--- src/rtl/wg_pkg.sv ---
package wg_pkg;

  typedef enum logic [2:0] {
    WG_FREQ      = 3'd0,
    WG_MATCHFREQ = 3'd1,
    WG_PWM1      = 3'd2,
    WG_RSVD      = 3'd3,
    WG_DS_CRIT   = 3'd4,
    WG_DS_LOW    = 3'd5,
    WG_DS_BOTH   = 3'd6,
    WG_DS_HIGH   = 3'd7
  } wg_mode_e;

  // dual-slope family occupies the upper half of the code space
  function automatic logic mode_is_dual(input wg_mode_e m);
    return m[2];
  endfunction

  // toggle-on-match family (reserved code falls back to normal frequency)
  function automatic logic mode_is_freq(input wg_mode_e m);
    return (m == WG_FREQ) || (m == WG_MATCHFREQ) || (m == WG_RSVD);
  endfunction

  function automatic logic ovf_on_top(input wg_mode_e m);
    return (m == WG_DS_HIGH) || (m == WG_DS_BOTH);
  endfunction

  function automatic logic ovf_on_zero(input wg_mode_e m);
    return (m == WG_DS_CRIT) || (m == WG_DS_LOW) || (m == WG_DS_BOTH);
  endfunction

endpackage

--- src/rtl/wg_shadow.sv ---
module wg_shadow #(
  parameter int W = 8,
  parameter logic [W-1:0] RST_VAL = '0
) (
  input  logic         clk,
  input  logic         rst_n,
  input  logic         wr,
  input  logic [W-1:0] wdata,
  input  logic         upd,
  output logic [W-1:0] act
);
  logic [W-1:0] buf_q;
  logic         pend_q;

  always_ff @(posedge clk or negedge rst_n) begin
    if (!rst_n) begin
      act    <= RST_VAL;
      buf_q  <= '0;
      pend_q <= 1'b0;
    end else begin
      if (upd && pend_q) begin
        act <= buf_q;
      end
      if (wr) begin
        buf_q  <= wdata;
        pend_q <= 1'b1;
      end else if (upd) begin
        pend_q <= 1'b0;
      end
    end
  end

  assert_commit_R11: assert property (@(posedge clk) disable iff (!rst_n)
    (upd && pend_q) |=> (act == $past(buf_q)));

  assert_hold_R11: assert property (@(posedge clk) disable iff (!rst_n)
    (!upd) |=> $stable(act));

endmodule

--- src/rtl/wg_counter.sv ---
module wg_counter
  import wg_pkg::*;
#(
  parameter int CW = 8
) (
  input  logic          clk,
  input  logic          rst_n,
  input  logic          tick,
  input  logic          cnt_down,
  input  wg_mode_e      mode,
  input  logic [CW-1:0] top,
  output logic [CW-1:0] count,
  output logic          falling,
  output logic          top_hit,
  output logic          zero_hit
);
  localparam logic [CW-1:0] ONE = {{(CW-1){1'b0}}, 1'b1};

  logic          dual;
  logic          at_top;
  logic          at_zero;
  logic [CW-1:0] cnt_nxt;
  logic          fall_nxt;

  assign dual    = mode_is_dual(mode);
  assign at_top  = (count >= top);
  assign at_zero = (count == '0);

  always_comb begin
    top_hit  = 1'b0;
    zero_hit = 1'b0;
    cnt_nxt  = count;
    fall_nxt = falling;
    if (tick) begin
      if (dual) begin
        if (!falling) begin
          if (at_top) begin
            top_hit  = 1'b1;
            fall_nxt = 1'b1;
            cnt_nxt  = at_zero ? '0 : count - ONE;
          end else begin
            cnt_nxt = count + ONE;
          end
        end else begin
          if (at_zero) begin
            zero_hit = 1'b1;
            fall_nxt = 1'b0;
            cnt_nxt  = (top == '0) ? '0 : ONE;
          end else begin
            cnt_nxt = count - ONE;
          end
        end
      end else if (!cnt_down) begin
        if (at_top) begin
          top_hit = 1'b1;
          cnt_nxt = '0;
        end else begin
          cnt_nxt = count + ONE;
        end
      end else begin
        if (at_zero) begin
          zero_hit = 1'b1;
          cnt_nxt  = top;
        end else begin
          cnt_nxt = count - ONE;
        end
      end
    end
    if (!dual) begin
      fall_nxt = 1'b0;
    end
  end

  always_ff @(posedge clk or negedge rst_n) begin
    if (!rst_n) begin
      count   <= '0;
      falling <= 1'b0;
    end else begin
      count   <= cnt_nxt;
      falling <= fall_nxt;
    end
  end

  assert_hold_no_tick_R3: assert property (@(posedge clk) disable iff (!rst_n)
    (!tick) |=> $stable(count));

  assert_turn_down_R4: assert property (@(posedge clk) disable iff (!rst_n)
    (top_hit && dual) |=> falling);

  assert_turn_up_R4: assert property (@(posedge clk) disable iff (!rst_n)
    (zero_hit && dual) |=> !falling);

  assert_one_turn_R4: assert property (@(posedge clk) disable iff (!rst_n)
    !(top_hit && zero_hit));

endmodule

--- src/rtl/wg_overflow.sv ---
module wg_overflow
  import wg_pkg::*;
(
  input  logic     clk,
  input  logic     rst_n,
  input  wg_mode_e mode,
  input  logic     top_hit,
  input  logic     zero_hit,
  input  logic     clr,
  output logic     flag,
  output logic     evt
);
  logic ovf_now;

  always_comb begin
    if (mode_is_dual(mode)) begin
      ovf_now = (top_hit && ovf_on_top(mode)) || (zero_hit && ovf_on_zero(mode));
    end else begin
      ovf_now = top_hit || zero_hit;
    end
  end

  always_ff @(posedge clk or negedge rst_n) begin
    if (!rst_n) begin
      flag <= 1'b0;
      evt  <= 1'b0;
    end else begin
      evt <= ovf_now;
      if (ovf_now) begin
        flag <= 1'b1;
      end else if (clr) begin
        flag <= 1'b0;
      end
    end
  end

  assert_evt_sets_flag_R10: assert property (@(posedge clk) disable iff (!rst_n)
    evt |-> flag);

  assert_single_ovf_R8: assert property (@(posedge clk) disable iff (!rst_n)
    (!mode_is_dual(mode) && (top_hit || zero_hit)) |=> evt);

  assert_ds_high_R9: assert property (@(posedge clk) disable iff (!rst_n)
    ((mode == WG_DS_HIGH) && zero_hit) |=> !evt);

endmodule

--- src/rtl/wg_channel.sv ---
module wg_channel
  import wg_pkg::*;
#(
  parameter int CW = 8
) (
  input  logic          clk,
  input  logic          rst_n,
  input  logic          tick,
  input  wg_mode_e      mode,
  input  logic [CW-1:0] count,
  input  logic [CW-1:0] cc,
  input  logic          inv,
  input  logic          mclr,
  output logic          match_flag,
  output logic          wave
);
  logic match_tick;
  logic tog_q;
  logic raw;

  function automatic logic pwm_level(input logic [CW-1:0] c, input logic [CW-1:0] thr);
    return c < thr;
  endfunction

  assign match_tick = tick && (count == cc);

  always_ff @(posedge clk or negedge rst_n) begin
    if (!rst_n) begin
      tog_q      <= 1'b0;
      match_flag <= 1'b0;
    end else begin
      if (match_tick && mode_is_freq(mode)) begin
        tog_q <= ~tog_q;
      end
      if (match_tick) begin
        match_flag <= 1'b1;
      end else if (mclr) begin
        match_flag <= 1'b0;
      end
    end
  end

  assign raw  = mode_is_freq(mode) ? tog_q : pwm_level(count, cc);
  assign wave = raw ^ inv;

  assert_match_R5: assert property (@(posedge clk) disable iff (!rst_n)
    match_tick |=> match_flag);

  assert_toggle_R6: assert property (@(posedge clk) disable iff (!rst_n)
    (match_tick && mode_is_freq(mode)) |=> (tog_q != $past(tog_q)));

  assert_no_toggle_R6: assert property (@(posedge clk) disable iff (!rst_n)
    (!match_tick) |=> $stable(tog_q));

endmodule

--- src/rtl/wavegen_timer.sv ---
module wavegen_timer
  import wg_pkg::*;
#(
  parameter int CW  = 8,
  parameter int NCH = 4
) (
  input  logic           clk,
  input  logic           rst_n,
  input  logic [2:0]     mode_i,
  input  logic           cnt_down_i,
  input  logic           tick_i,
  input  logic [CW-1:0]  per_wdata_i,
  input  logic           per_wr_i,
  input  logic [CW-1:0]  cc_wdata_i,
  input  logic [NCH-1:0] cc_wr_i,
  input  logic [NCH-1:0] circ_en_i,
  input  logic [NCH-1:0] inv_i,
  input  logic [NCH-1:0] match_clr_i,
  input  logic           ovf_clr_i,
  output logic [CW-1:0]  count_o,
  output logic [NCH-1:0] match_flag_o,
  output logic           ovf_flag_o,
  output logic           ovf_evt_o,
  output logic [NCH-1:0] wave_o
);
  localparam logic [CW-1:0] PER_RST = {CW{1'b1}};

  wg_mode_e      mode;
  logic [CW-1:0] per_act;
  logic [CW-1:0] cc_act [NCH];
  logic [CW-1:0] top;
  logic          falling;
  logic          top_hit;
  logic          zero_hit;
  logic          upd_all;
  logic [NCH-1:0] upd_ch;

  assign mode = wg_mode_e'(mode_i);
  assign top  = (mode == WG_MATCHFREQ) ? cc_act[0] : per_act;

  // update point: ZERO turn for dual-slope, any wrap otherwise
  assign upd_all = mode_is_dual(mode) ? zero_hit : (top_hit || zero_hit);

  wg_counter #(.CW(CW)) u_cnt (
    .clk      (clk),
    .rst_n    (rst_n),
    .tick     (tick_i),
    .cnt_down (cnt_down_i),
    .mode     (mode),
    .top      (top),
    .count    (count_o),
    .falling  (falling),
    .top_hit  (top_hit),
    .zero_hit (zero_hit)
  );

  wg_shadow #(.W(CW), .RST_VAL(PER_RST)) u_per (
    .clk   (clk),
    .rst_n (rst_n),
    .wr    (per_wr_i),
    .wdata (per_wdata_i),
    .upd   (upd_all),
    .act   (per_act)
  );

  wg_overflow u_ovf (
    .clk      (clk),
    .rst_n    (rst_n),
    .mode     (mode),
    .top_hit  (top_hit),
    .zero_hit (zero_hit),
    .clr      (ovf_clr_i),
    .flag     (ovf_flag_o),
    .evt      (ovf_evt_o)
  );

  for (genvar i = 0; i < NCH; i++) begin : g_ch
    assign upd_ch[i] = upd_all || ((mode == WG_DS_BOTH) && top_hit && circ_en_i[i]);

    wg_shadow #(.W(CW), .RST_VAL('0)) u_cc (
      .clk   (clk),
      .rst_n (rst_n),
      .wr    (cc_wr_i[i]),
      .wdata (cc_wdata_i),
      .upd   (upd_ch[i]),
      .act   (cc_act[i])
    );

    wg_channel #(.CW(CW)) u_ch (
      .clk        (clk),
      .rst_n      (rst_n),
      .tick       (tick_i),
      .mode       (mode),
      .count      (count_o),
      .cc         (cc_act[i]),
      .inv        (inv_i[i]),
      .mclr       (match_clr_i[i]),
      .match_flag (match_flag_o[i]),
      .wave       (wave_o[i])
    );
  end

  assert_period_at_zero_R12: assert property (@(posedge clk) disable iff (!rst_n)
    (mode_is_dual(mode) && !zero_hit) |=> $stable(per_act));

  assert_no_overflow_R9: assert property (@(posedge clk) disable iff (!rst_n)
    (mode_is_dual(mode) && !top_hit && !zero_hit) |=> !ovf_evt_o);

endmodule

--- config.mk ---
export PLATFORM = sky130hd
export DESIGN_NAME = wavegen_timer
export DESIGN_NICKNAME = d
export VERILOG_FILES = /design/src/rtl/wg_pkg.sv /design/src/rtl/wg_shadow.sv /design/src/rtl/wg_counter.sv /design/src/rtl/wg_overflow.sv /design/src/rtl/wg_channel.sv /design/src/rtl/wavegen_timer.sv
export SDC_FILE = /design/constraint.sdc
export NUM_CORES = 1
export LEC_CHECK = 0
export ABC_CLOCK_PERIOD_IN_PS = 2600
export BUFFER_PORTS_ARGS = -buffer_cell sky130_fd_sc_hd__buf_2
export CORE_ASPECT_RATIO = 0.8
export CORE_UTILIZATION = 54
export CTS_CLUSTER_DIAMETER = 60
export DETAILED_ROUTE_END_ITERATION = 12
export GPL_TIMING_DRIVEN = 0
export PLACE_DENSITY = 0.77
export SYNTH_ARGS = -nofsm -noshare
export SYNTH_HDL_FRONTEND = slang
export SYNTH_SLANG_ARGS = --single-unit
--- constraint.sdc ---
create_clock -name clk -period 2.6 [get_ports clk]
set_input_delay 0.26 -clock clk [delete_from_list [all_inputs] [get_ports clk]]
set_output_delay 0.26 -clock clk [all_outputs]
set_load 0.02 [all_outputs]
==> flow_summary.toml, run 1 <==
[status]
outcome = "finished, violations left"
violations = "setup timing"

[clock_tree]
clock_latency_ns = 0.35
clock_sinks = 104
ctsHtreeMaxLevel = 3
cts.root.buffer_cell = "clkbuf_16"
cts_made_buffers = 9
path_clk_slew_ns = 0.08
clock_path_buffers = 2
cts_tree = "yes"

[floorplan]
die-width_um = 120
dieArea_um2 = 11500
core_um2 = 10800
num_rows = 34
die_y_um = 96.3
start_util_pct = 55.3
io_pins = 59

[sta]
slew_viol_final = 0
tightestPinTransition_ns = 0.848
finalClockSkew_ns = 0.0108
period_needed_ns = 2.74
period_share_pct = 105
rsz0062_at_grt = "yes"
hold_slack_ns = 0.0908
fmax_mhz = 365
finalHoldViolations = 0
slew-limit-headroom_pct = 43.5
setup_ws_ns = -0.142
setup_violations = 47

[drt]
postRouteAntennaNets = 0
num_vias = 4836
dr.pass1.iters = 5
drtIter0Drc = 389
routed_wl_mm = 16.3
drc_errors = 0
wire_per_inst_um = 20.7
viasPerCell = 6.16

[setup_path]
ff2ff_setup_slack_ns = -0.13
r2r_end = "u_per.act[2]"
startpoint = "mode_i[2]"
cp-start-kind = "primary input"
path_class = "primary input to flip-flop"
critPathCapture = "g_ch[2].u_cc.act[4]"
reg2reg_from = "u_per.act[5]"
cp_max_fo = 8
required_ns = 2.83
cp.arrival_ns = 2.98
reg2regPathDepth = 10
worstSetupEndpointType = "flip-flop"

[yosys]
ys_ff_latch = 104
synth.yosys.seq_area_share_pct = 43.6
synth_common_cells = "96 x dfrtp_1, 68 x mux2_2, 43 x ha_1"
synth_ff_type = "dfrtp_1"
synth_cell_types = 65
yosysMostFrequentCell = "dfrtp_1"
syn_area_um2 = 6000
syn-num-nets = 619
synthArstFlopShare_pct = 100
yosys.area.top_type_share_pct = 40.1
synthTopCellsByArea = "dfrtp_1 40%, mux2_2 13%, ha_1 9.0%"
synth_area_leader_cell = "dfrtp_1"
synth_cells = 535
syn_avg_cell_area_um2 = 11.2
synth_edf_count = 0
yosysWarningCount = 0

[placement]
gp_congestion = 0.911
io_buffers = 52
hpwl_mm = 10.7

[final_layout]
fill_cells = 770
area.growth.synth_to_final_pct = 24.4
layout-drive-gt1-share_pct = 42.0
final_nets = 720
diodes = 0
multi_input_area_um2 = 3340
regArea_um2 = 2620

[power]
p_leak_nw = 3.44
power.density_nw_per_um2 = 1250
ir_drop_v = 0.000524
p_total_mw = 9.34

[job]
maxCapViolCount = 0

[global_route]
grt_max_degree = 67
grt_pass1_wl_mm = 24.6
antenna_found_initial = 0
grt.overflow.total = 0
grt_use_total_pct = 28.4
grt_pass1_vias = 4683

[worst_hold_path]
holdPathStages = 2
holdCritPathClass = "primary input to flip-flop"
[flip-flops by register name, summed over array words and instances (netlist names)]
register	cells
u_per.buf_q	8
g_ch.u_cc.buf_q	32
u_cnt.count	8
g_ch.u_ch.tog_q	4
u_ovf.flag	1
g_ch.u_cc.pend_q	4
u_per.pend_q	1
u_ovf.evt	1
g_ch.u_cc.act	32
g_ch.u_ch.match_flag	4
u_per.act	8
u_cnt.falling	1
[how the worst min path moves through the flow]
stage,start,end,slack [ns]
2_1_floorplan,rst_n,g_ch[0].u_cc.act[0],-0.04
3_3_place_gp,ovf_clr_i,u_ovf.flag,0.46
3_5_place_dp,rst_n,u_cnt.count[3],0.28
4_1_cts,ovf_clr_i,u_ovf.flag,0.09
5_1_grt,ovf_clr_i,u_ovf.flag,0.1
6_report,ovf_clr_i,u_ovf.flag,0.09
[cells by family (layout without fill, tap and decap cells)]
group,count (synthesis),in the layout,synth area share [%]
mux,87,87,16.6
fa+ha+maj,43,43,8.97
flops,104,104,43.6
xor+xnor,13,13,1.90
buf+inv,73,179,6.32
simple gates,111,111,9.76
compound gates,104,104,12.9
[power by group]
group / internal [mW] / switching (mW)
registers: 2.18 / 0.542
logic: 2.65 / 2.63
clock network: 0.716 / 0.628
total: 5.54 / 3.80
[metal layers]
layer,vias up,wire length [µm],share of wire [%],GRT usage [%]
met5,-,0,0,0
met3,66,1230,7.6,5.92
met2,265,7520,46,45.2
met1,2367,6930,43,37.9
li1,2138,-,-,-
met4,0,603,3.7,11.9
[critical path: stages]
cell and delay, ns:
buf_12 0.10, nor3b_4 0.19, buf_6 0.20, mux2i_4 0.31, ha_1 0.29, and3_4 0.18
a221o_2 0.40, a21oi_4 0.16, buf_6 0.14, nor3_2 0.04, o211a_1 0.25, buf_6 0.15
mux2_4 0.30
[layout by cell type (no fill, tap or decap), types with 11 or more instances in the layout]
cell type  count
mux2_4        11
ha_1          36
buf_2         46
dfrtp_1       90
a21oi_1       15
buf_6         19
mux2_2        66
clkbuf_1      12
o21ai_0       11
nand2_1       32
buf_4         42
inv_1         38
[through the flow]
| step | cell area (µm²) | util (%) | setup TNS (ns) | instances | worst slack (ns) |
|---|---|---|---|---|---|
| floorplan | 6080 | - | -8.35 | 535 | -0.235 |
| finish | 7460 | 68.8 | -4.25 | 785 | -0.142 |
| detailed placement | 6550 | 60.3 | -29.72 | 732 | -0.625 |
| global placement | 6520 | 60.1 | -30.10 | 731 | -0.630 |
| global route | 7460 | 68.8 | -6.00 | 785 | -0.189 |
| CTS | 7300 | 67.3 | -1.01 | 777 | -0.142 |
[layout make-up]
type / instances / share of cell area (%)
tap: 144 / 2.41
inverter: 40 / 2.06
buffer: 29 / 2.99
clock inverter: 4 / 0.453
clock buffer: 12 / 3.44
multi-input combinational: 358 / 44.7
sequential: 104 / 35.1
timing repair buffer: 94 / 8.80
[timing repair]
action / CTS / global route
buffers inserted: 31 / 9
hold buffers: 1 / 0
pin swaps: 37 / 19
endpoints found under the hold margin: 38 / 0
setup endpoints to repair: 57 / 55
resized for setup: 44 / 21
No activity file was read; power rests on OpenSTA's default activity.
==> inputs of run 2 (changes only) <==
--- a/config.mk
+++ b/config.mk
@@ -5,6 +5,7 @@
 export SDC_FILE = /design/constraint.sdc
 export NUM_CORES = 1
 export LEC_CHECK = 0
+export ABC_AREA = 1
 export ABC_CLOCK_PERIOD_IN_PS = 2600
 export BUFFER_PORTS_ARGS = -buffer_cell sky130_fd_sc_hd__buf_2
 export CORE_ASPECT_RATIO = 0.8
==> flow_summary.toml, run 2 <==
[yosys]
yosys.area.top_type_share_pct = 39.1
yosysMostFrequentCell = "nand2_1"
yosysWarningCount = 0
synth_area_leader_cell = "dfrtp_1"
synthArstFlopShare_pct = 100
synth_edf_count = 0
syn-num-nets = 850
synth_common_cells = "245 x nand2_1, 98 x inv_1, 96 x dfrtp_1"
synth_cell_types = 40
synth_cells = 766
ys_ff_latch = 104
synth.yosys.seq_area_share_pct = 42.6
synth_ff_type = "dfrtp_1"
syn_area_um2 = 6140
synthTopCellsByArea = "dfrtp_1 39%, nand2_1 15%, ha_1 8.8%"
syn_avg_cell_area_um2 = 8.01

[final_layout]
final_nets = 935
layout_commonest_cell = "nand2_1"
layout.cells.non_filler = 1000
mostFrequentLayoutCells = "243 x nand2_1, 96 x inv_1, 88 x dfrtp_1, 62 x nand3_1, 55 x buf_2"
final_util_pct = 66.1
area.growth.synth_to_final_pct = 18.2
diodes = 0
layout-drive-gt1-share_pct = 21.1
reg_top3 = "g_ch.u_cc.act x32, g_ch.u_cc.buf_q x32"
final_area_um2 = 7260

[sta]
period_share_pct = 98.7
setup_violations = 0
finalHoldViolations = 0
setup_tns_ns = 0
slew_viol_final = 0
tightestPinTransition_ns = 0.710
slew-limit-headroom_pct = 52.2
fmax_mhz = 390
period_needed_ns = 2.57
rsz0062_at_grt = "yes"
finalClockSkew_ns = 0.0103
setup_ws_ns = 0.0329
hold_slack_ns = 0.0867

[drt]
postRouteAntennaNets = 0
dr.pass1.iters = 5
drtIter0Drc = 323
num_vias = 5406
wire_per_inst_um = 15.5
drc_errors = 0
viasPerCell = 5.41
routed_wl_mm = 15.5

[job]
maxCapViolCount = 0

[floorplan]
core_um2 = 11000
start_util_pct = 55.9
die_y_um = 97.4
io_pins = 59
dieArea_um2 = 11800
num_rows = 34
die-width_um = 121

[setup_path]
cp-start-kind = "primary input"
worstSetupEndpointType = "flip-flop"
cp_max_fo = 10
path_class = "primary input to flip-flop"
required_ns = 2.84
cp.arrival_ns = 2.80

[power]
power.density_nw_per_um2 = 1120
ir_drop_v = 0.000622
p_leak_nw = 3.87
p_total_mw = 8.13

[global_route]
antenna_found_initial = 0
grt_pass1_vias = 5034
grt_max_degree = 64
grt_use_total_pct = 27.0
grt_pass1_wl_mm = 24.5
grt.overflow.total = 0

[placement]
postPlaceCellArea_um2 = 6610
io_buffers = 52
dp_slack_ns = -0.214
gp_congestion = 0.943
dpl.cell_count = 963
hpwl_mm = 10.8

[clock_tree]
cts_tree = "yes"
clock_latency_ns = 0.35
ctsHtreeMaxLevel = 3
cts_made_buffers = 9
clock_sinks = 104
path_clk_slew_ns = 0.07
clock_path_buffers = 2
cts.root.buffer_cell = "clkbuf_16"

[status]
outcome = "complete, no violations"

[worst_hold_path]
holdCritPathClass = "primary input to flip-flop"
==> run 2: changes by cell type after synthesis, moves of 14 or more <==
cell     change
nand3_1     +52
nor2_1      +34
nand2_1    +213
mux2_2      -60
inv_1       +59
o21ai_0     +14
==> run 2: critical path, stage by stage <==
cell     delay, ns
buf_6         0.13
nor3_1        0.55
nand2_1       0.15
nand2_1       0.20
ha_1          0.28
a21oi_1       0.15
nand2_1       0.08
nand2_1       0.14
nand2_2       0.10
buf_6         0.15
nand4_1       0.18
buf_4         0.17
nand3_2       0.11
nand3_1       0.11
nand2_1       0.06
==> run 2: area by class of cell <==
cell class,count,area [µm²]
Buffer,27,160
Multi-Input combinational cell,532,3110
Inverter,104,399
Clock inverter,6,82.6
Timing Repair Buffer,73,458
Sequential cell,104,2630
Fill cell,888,3720
Clock buffer,10,239
Tap cell,144,180
==> run 2: cells by family (layout without fill, tap and decap cells) <==
kind of cell / Yosys count / after routing / synth area share (%)
and+or+nand+nor: 388 / 389 / 28.6
buffers and inverters: 131 / 220 / 9.05
DFF: 104 / 104 / 42.6
AOI/OAI and AO/OA: 80 / 80 / 7.83
adders and majority gates: 43 / 43 / 8.76
xor gates and xnor gates: 12 / 12 / 1.71
muxes: 8 / 8 / 1.47
==> run 2: path summary, 6_finish.rpt <==
kind | slack (ns) | start | cells after the start | to
min in group asynchronous | 0.45 | rst_n | 2 | u_cnt.count[2]
setup reg to reg | 0.06 | u_cnt.count[0] | 15 | g_ch[3].u_cc.act[7]
hold / removal | 0.09 | match_clr_i[2] | 2 | g_ch[2].u_ch.match_flag
setup / recovery | 0.03 | mode_i[2] | 15 | g_ch[3].u_cc.act[7]
max in group asynchronous | 1.44 | rst_n | 3 | u_cnt.count[1]
hold reg to reg | 0.47 | g_ch[0].u_ch.tog_q | 1 | g_ch[0].u_ch.tog_q
==> run 2: where the power goes <==
| part | switching [mW] | total (mW) | leakage [nW] | internal, mW |
|---|---|---|---|---|
| logic | 2.44 | 4.10 | 2.46 | 1.66 |
| registers | 0.464 | 2.57 | 1.25 | 2.11 |
| clock network | 0.596 | 1.46 | 0.158 | 0.865 |
| total | 3.50 | 8.13 | 3.87 | 4.63 |
==> run 2: per-layer routing <==
layer  up-vias  global-route usage [%]  routed length [µm]
li1       2613                       -                   -
met1      2544                    35.7                6550
met2       199                    43.8                7360
met3        50                    5.87                1020
met4         0                    9.78                 539
met5         -                       0                   0
==> run 2: repair_timing <==
item                       4_1_cts  5_1_grt
setup endpoints to repair        3       41
hold endpoints to repair        33        0
setup buffers                    4       15
resized for setup                9       37
hold buffers                     1        0
cloned                           0        1
pin swaps                        1        9
